File: config.mk
export PLATFORM = sky130hd
export DESIGN_NAME = hp_slot_seq
export DESIGN_NICKNAME = d
export VERILOG_FILES = /design/src/rtl/hp_seq_pkg.sv /design/src/rtl/hp_ms_timer.sv /design/src/rtl/hp_seq_fsm.sv /design/src/rtl/hp_clk_gate.sv /design/src/rtl/hp_slot_seq.sv
export SDC_FILE = /design/constraint.sdc
export NUM_CORES = 1
export LEC_CHECK = 0
export ABC_CLOCK_PERIOD_IN_PS = 2500
export BUFFER_PORTS_ARGS = -buffer_cell sky130_fd_sc_hd__buf_2
export CAP_MARGIN = 30
export CORE_MARGIN = 10
export CORE_UTILIZATION = 40
export CTS_BUF_LIST = sky130_fd_sc_hd__clkbuf_2
export CTS_CLUSTER_DIAMETER = 40
export CTS_CLUSTER_SIZE = 16
export DETAILED_ROUTE_END_ITERATION = 10
export MAX_ROUTING_LAYER = met4
export PLACE_DENSITY = 0.65
export SLEW_MARGIN = 30
export SYNTH_ARGS = -nofsm -noshare
export SYNTH_HDL_FRONTEND = slang
export SYNTH_SLANG_ARGS = --single-unit
File: constraint.sdc
create_clock -name clk -period 2.5 [get_ports clk]
set_input_delay 0 -clock clk [delete_from_list [all_inputs] [get_ports clk]]
set_output_delay 0 -clock clk [all_outputs]
set_load 0.02 [all_outputs]
File: src/rtl/hp_seq_pkg.sv
package hp_seq_pkg;

  typedef enum logic [2:0] {
    ST_OFF   = 3'd0,
    ST_PWR   = 3'd1,
    ST_REF   = 3'd2,
    ST_RUN   = 3'd3,
    ST_TDCLK = 3'd4,
    ST_TDPWR = 3'd5
  } seq_st_e;

  // All three conditions needed to hold the slot powered
  function automatic logic slot_up_req(input logic pwr_ctl,
                                       input logic up_rst_n,
                                       input logic prsnt_n);
    return pwr_ctl & up_rst_n & ~prsnt_n;
  endfunction

  // Millisecond count the current state waits for
  function automatic int unsigned wait_for_state(input seq_st_e st,
                                                 input int unsigned pwr_ms,
                                                 input int unsigned rst_ms,
                                                 input int unsigned stop_ms);
    case (st)
      ST_PWR:   return pwr_ms;
      ST_REF:   return rst_ms;
      ST_TDCLK: return stop_ms;
      default:  return 0;
    endcase
  endfunction

  // Clock enable once the slot runs
  function automatic logic run_clk(input logic clkreq_en, input logic clkreq_n);
    return ~(clkreq_en & clkreq_n);
  endfunction

endpackage

File: src/rtl/hp_ms_timer.sv
module hp_ms_timer #(
  parameter int CNT_W = 8
) (
  input  logic             clk,
  input  logic             rst_n,
  input  logic             clr,
  input  logic             tick,
  input  logic [CNT_W-1:0] limit,
  output logic             done
);
  logic [CNT_W-1:0] cnt_q;

  assign done = (cnt_q >= limit);

  always_ff @(posedge clk or negedge rst_n) begin
    if (!rst_n)            cnt_q <= '0;
    else if (clr)          cnt_q <= '0;
    else if (tick && !done) cnt_q <= cnt_q + 1'b1;
  end
endmodule

File: src/rtl/hp_seq_fsm.sv
module hp_seq_fsm
  import hp_seq_pkg::*;
(
  input  logic    clk,
  input  logic    rst_n,
  input  logic    up_req,
  input  logic    tmr_done,
  output seq_st_e st,
  output logic    st_chg
);
  seq_st_e nxt;

  always_comb begin
    nxt = st;
    case (st)
      ST_OFF:   if (up_req) nxt = ST_PWR;
      ST_PWR:   if (!up_req) nxt = ST_TDPWR;
                else if (tmr_done) nxt = ST_REF;
      ST_REF:   if (!up_req) nxt = ST_TDCLK;
                else if (tmr_done) nxt = ST_RUN;
      ST_RUN:   if (!up_req) nxt = ST_TDCLK;
      ST_TDCLK: if (tmr_done) nxt = ST_TDPWR;
      ST_TDPWR: nxt = ST_OFF;
      default:  nxt = ST_OFF;
    endcase
  end

  assign st_chg = (nxt != st);

  always_ff @(posedge clk or negedge rst_n) begin
    if (!rst_n) st <= ST_OFF;
    else        st <= nxt;
  end
endmodule

File: src/rtl/hp_clk_gate.sv
module hp_clk_gate
  import hp_seq_pkg::*;
(
  input  seq_st_e st,
  input  logic    clkreq_en,
  input  logic    clkreq_n,
  output logic    pwr_en,
  output logic    refclk_en,
  output logic    slot_rst_n
);
  always_comb begin
    pwr_en     = (st != ST_OFF);
    slot_rst_n = (st == ST_RUN);
    case (st)
      ST_REF, ST_TDCLK: refclk_en = 1'b1;
      ST_RUN:           refclk_en = run_clk(clkreq_en, clkreq_n);
      default:          refclk_en = 1'b0;
    endcase
  end
endmodule

File: src/rtl/hp_slot_seq.sv
module hp_slot_seq
  import hp_seq_pkg::*;
#(
  parameter int unsigned PWR_WAIT_MS = 100,
  parameter int unsigned RST_WAIT_MS = 100,
  parameter int unsigned CLK_STOP_MS = 1
) (
  input  logic clk,
  input  logic rst_n,
  input  logic ms_tick,
  input  logic pwr_ctl,
  input  logic up_rst_n,
  input  logic prsnt_n,
  input  logic pwr_good,
  input  logic clkreq_n,
  input  logic clkreq_en,
  output logic pwr_en,
  output logic refclk_en,
  output logic slot_rst_n
);
  localparam int unsigned MAX_A  = (PWR_WAIT_MS > RST_WAIT_MS) ? PWR_WAIT_MS : RST_WAIT_MS;
  localparam int unsigned MAX_MS = (MAX_A > CLK_STOP_MS) ? MAX_A : CLK_STOP_MS;
  localparam int          CNT_W  = $clog2(MAX_MS + 1) + 1;

  seq_st_e          st;
  logic             st_chg;
  logic             up_evt;
  logic             down_evt;
  logic             tmr_run;
  logic             tmr_clr;
  logic             tmr_done;
  logic [CNT_W-1:0] tmr_limit;

  assign up_evt    = slot_up_req(pwr_ctl, up_rst_n, prsnt_n);
  assign down_evt  = ~up_evt;
  assign tmr_run   = (st != ST_PWR) || pwr_good;
  assign tmr_clr   = st_chg || !tmr_run;
  assign tmr_limit = CNT_W'(wait_for_state(st, PWR_WAIT_MS, RST_WAIT_MS, CLK_STOP_MS));

  hp_seq_fsm fsm_i (
    .clk      (clk),
    .rst_n    (rst_n),
    .up_req   (up_evt),
    .tmr_done (tmr_done),
    .st       (st),
    .st_chg   (st_chg)
  );

  hp_ms_timer #(.CNT_W(CNT_W)) tmr_i (
    .clk   (clk),
    .rst_n (rst_n),
    .clr   (tmr_clr),
    .tick  (ms_tick),
    .limit (tmr_limit),
    .done  (tmr_done)
  );

  hp_clk_gate gate_i (
    .st         (st),
    .clkreq_en  (clkreq_en),
    .clkreq_n   (clkreq_n),
    .pwr_en     (pwr_en),
    .refclk_en  (refclk_en),
    .slot_rst_n (slot_rst_n)
  );
endmodule

==> out/qor.txt <==
DIE WIDTH - 65.4 um
top-count cell post-synth - nand2_1
vias in the first global route - 695
total wire length - 1.90 mm
Clock Skews - 0.0156 ns
Starting Density - 42.0%
Net Switching - 445 uW
ranking of synthesized cells by area - dfrtp_1 (33%), ha_1 (7.6%), nand2_1 (5.5%)
Max Fclk - 428 MHz
FF-to-FF setup slack - 0.16 ns
crit path cell chain - nor2_2 -> and2_1 -> ha_1 -> or3b_1 -> a211oi_2 -> o221ai_2 -> and2_2 -> a211o_1
largest area contributor in the netlist - dfrtp_1
status - completed
layout cells sized above 1 - 27.4%
ant diodes - 0
# H-tree levels - 1
crit start category - register
Async S/R FF share, synth - 100%
post-synthesis compound-gate area fraction - 24.0%
clock power share - 11.5%
Seq/Total Area, Yosys - 33.4%
Setup CP Type - register to register
number of flops mapped to enable cells by yosys - 0
Slowest-stage cell, CP - dfrtp_1
Comb power frac - 64.7%
remaining antenna violation count - 0
root buf cell - clkbuf_2
Die ar. - 4280 um^2
VDD IR max - 0.000709 V
first-pass GRT wire length - 3.17 mm
Bufs on Longest Clock Path - 2
commonest cells in the netlist - nand2_1 (12), dfrtp_1 (11), a21oi_1 (6), nor2_1 (6), ha_1 (5)
# rows - 16
Post-Synth XOR/XNOR Area - 1.06%
Yosys cell types - 34
Final Max Tran Viols - 0
drt drc - 0
Post-CTS Setup Repair Bufs - 0
worst-path maximum fanout - 6
Finished Layout Cells - 140
Pint - 504 uW
cell count after synthesis - 96
final weighted congestion in routability-driven placement - 0.883
top cell type's share of synthesized area - 33.4%
Min Clock Period, post-route - 2.34 ns
CTS tree - yes
Arr. time, crit path - 2.51 ns
Mapped Area - 825 um^2
Total GRT Usage - 9.35%
Sequential Power Share - 23.9%
total number of vias - 778
area grow syn2layout - 19.7%
post-route clock period utilization - 93.5%
Syn Area/Cell - 8.59 um^2
Iteration-0 DRC Markers - 35
HP Class - primary input to asynchronous set/reset pin
worst skew pair latency - 0.27 ns
CP required - 2.67 ns
syn nets - 110
cell count after placement - 135
FF+latch count, synth - 11
Tightest Pin Transition - 0.496 ns
pin count of the biggest net entering global routing - 13
DR WL/cell - 13.6 um
Pwr per Cell Area - 961 nW/um^2
static leakage - 0.000466 uW
switching share of power - 46.9%
Max-Cap Viols - 0
# setup viols final - 0
CP max stage delay - 0.40 ns
final hold vios - 0
clock-pin slew on the worst setup and hold paths - 0.13 ns
DP HPWL - 1.41 mm
Die Ht - 65.4 um
Crit. End Element - register
remaining global-route overflow - 0
Nets - 128
adder-cell share of the synthesized area - 7.59%
Yosys Warn Count - 0
post-synthesis mux area share - 1.21%
1st-pass router iterations - 4
Synth Flop Type - dfrtp_1
setup TNS - 0 ns
vias per inst - 5.56
core area - 1960 um^2
initial antenna violation count - 0
R2R cell count - 8
I/O Pins - 12
CTS Buf Count - 3
largest family of logic cells by synthesized area - simple AND/OR/NAND/NOR gates
# port buffers - 11
Max-slew headroom - 66.9%
Clock Sinks - 11
simple-gate area share of the yosys netlist - 28.2%
[what timing repair did]
action	CTS	global route
resized for setup	0	4
setup endpoints to repair	0	7
hold endpoints to repair	11	0
hold buffers	1	0
[power by group through the flow]
stage / Combinational, uW / Clock (uW) / Sequential, uW
2_1_floorplan: 441 / 0 / 224
3_3_place_gp: 567 / 0 / 230
3_5_place_dp: 579 / 0 / 230
4_1_cts: 582 / 109 / 227
5_1_grt: 682 / 113 / 231
6_report: 614 / 109 / 226
[final cells by class]
class | instances | area, um^2
sequential | 11 | 275
inverter | 3 | 11.3
fill | 195 | 975
multi-input combinational | 77 | 533
timing repair buffer | 18 | 114
clock buffer | 4 | 20.0
tap | 27 | 33.8
[layer usage]
layer / vias to the layer above / routed length (um) / GRT usage (%)
li1: 391 / - / -
met1: 365 / 955 / 12.1
met4: 0 / 22 / 3.74
met5: - / 0 / -
met3: 4 / 62 / 2.54
met2: 18 / 859 / 13.3
[per-stage QoR]
step                setup WS, ns  cell area (um^2)  hold WS (ns)  utilization (%)  total power, uW
floorplan                0.00256               828        -0.296                -              665
global placement           0.205               935        -0.117             47.6              797
global route             -0.0137               987         0.150             50.3             1030
finish                     0.164               987         0.102             50.3              949
detailed placement         0.148               935        -0.115             47.6              809
CTS                       0.0987               965         0.122             49.2              918
[worst max-delay path: cells and delay by family (launching register included)]
kind | cells | cell delay, ns
adder cells (fa/ha/maj) | 1 | 0.23
flip-flops | 1 | 0.40
AO/OA/AOI/OAI | 3 | 0.71
AND/OR/NAND/NOR | 4 | 0.91
[registers in the layout, indices dropped and copies added (netlist names)]
| register | count |
|---|---|
| fsm_i.st | 3 |
| tmr_i.cnt_q | 8 |
[cells in the final DEF (no fill, tap or decap), types with 2 or more instances in the layout]
cell type  synthesis  final
nand3b_1           2      2
nor3b_1            2      2
dfrtp_1           11     11
or3_1              2      2
or2_1              2      2
buf_2              0     11
nand4_1            2      2
buf_4              0      5
a211o_1            4      4
inv_1              3      3
nor4_2             0      3
o21ai_0            4      4
nand2_1           12     12
nand3_1            2      2
a211oi_1           2      2
a21o_1             3      3
nor3_1             4      4
nand2b_1           2      2
ha_1               5      5
a21oi_1            6      6
clkbuf_2           0      4
o31a_1             2      2
nor2_1             6      5
[logic make-up after synthesis]
kind of cell / after synthesis
flip-flops: 11
multiplexers: 1
buffers and inverters: 8
AO/OA/AOI/OAI: 26
adder cells (fa/ha/maj): 5
AND/OR/NAND/NOR: 44
XOR/XNOR: 1
[worst paths after layout]
check	startpoint	to
setup reg to reg	fsm_i.st[1]	tmr_i.cnt_q[4]
hold reg to reg	tmr_i.cnt_q[7]	tmr_i.cnt_q[7]
setup / recovery	fsm_i.st[1]	tmr_i.cnt_q[4]
min in group clk	prsnt_n	fsm_i.st[1]
max in group asynchronous	rst_n	fsm_i.st[0]
hold / removal	rst_n	tmr_i.cnt_q[3]
Power figures use the tool's default switching activity.
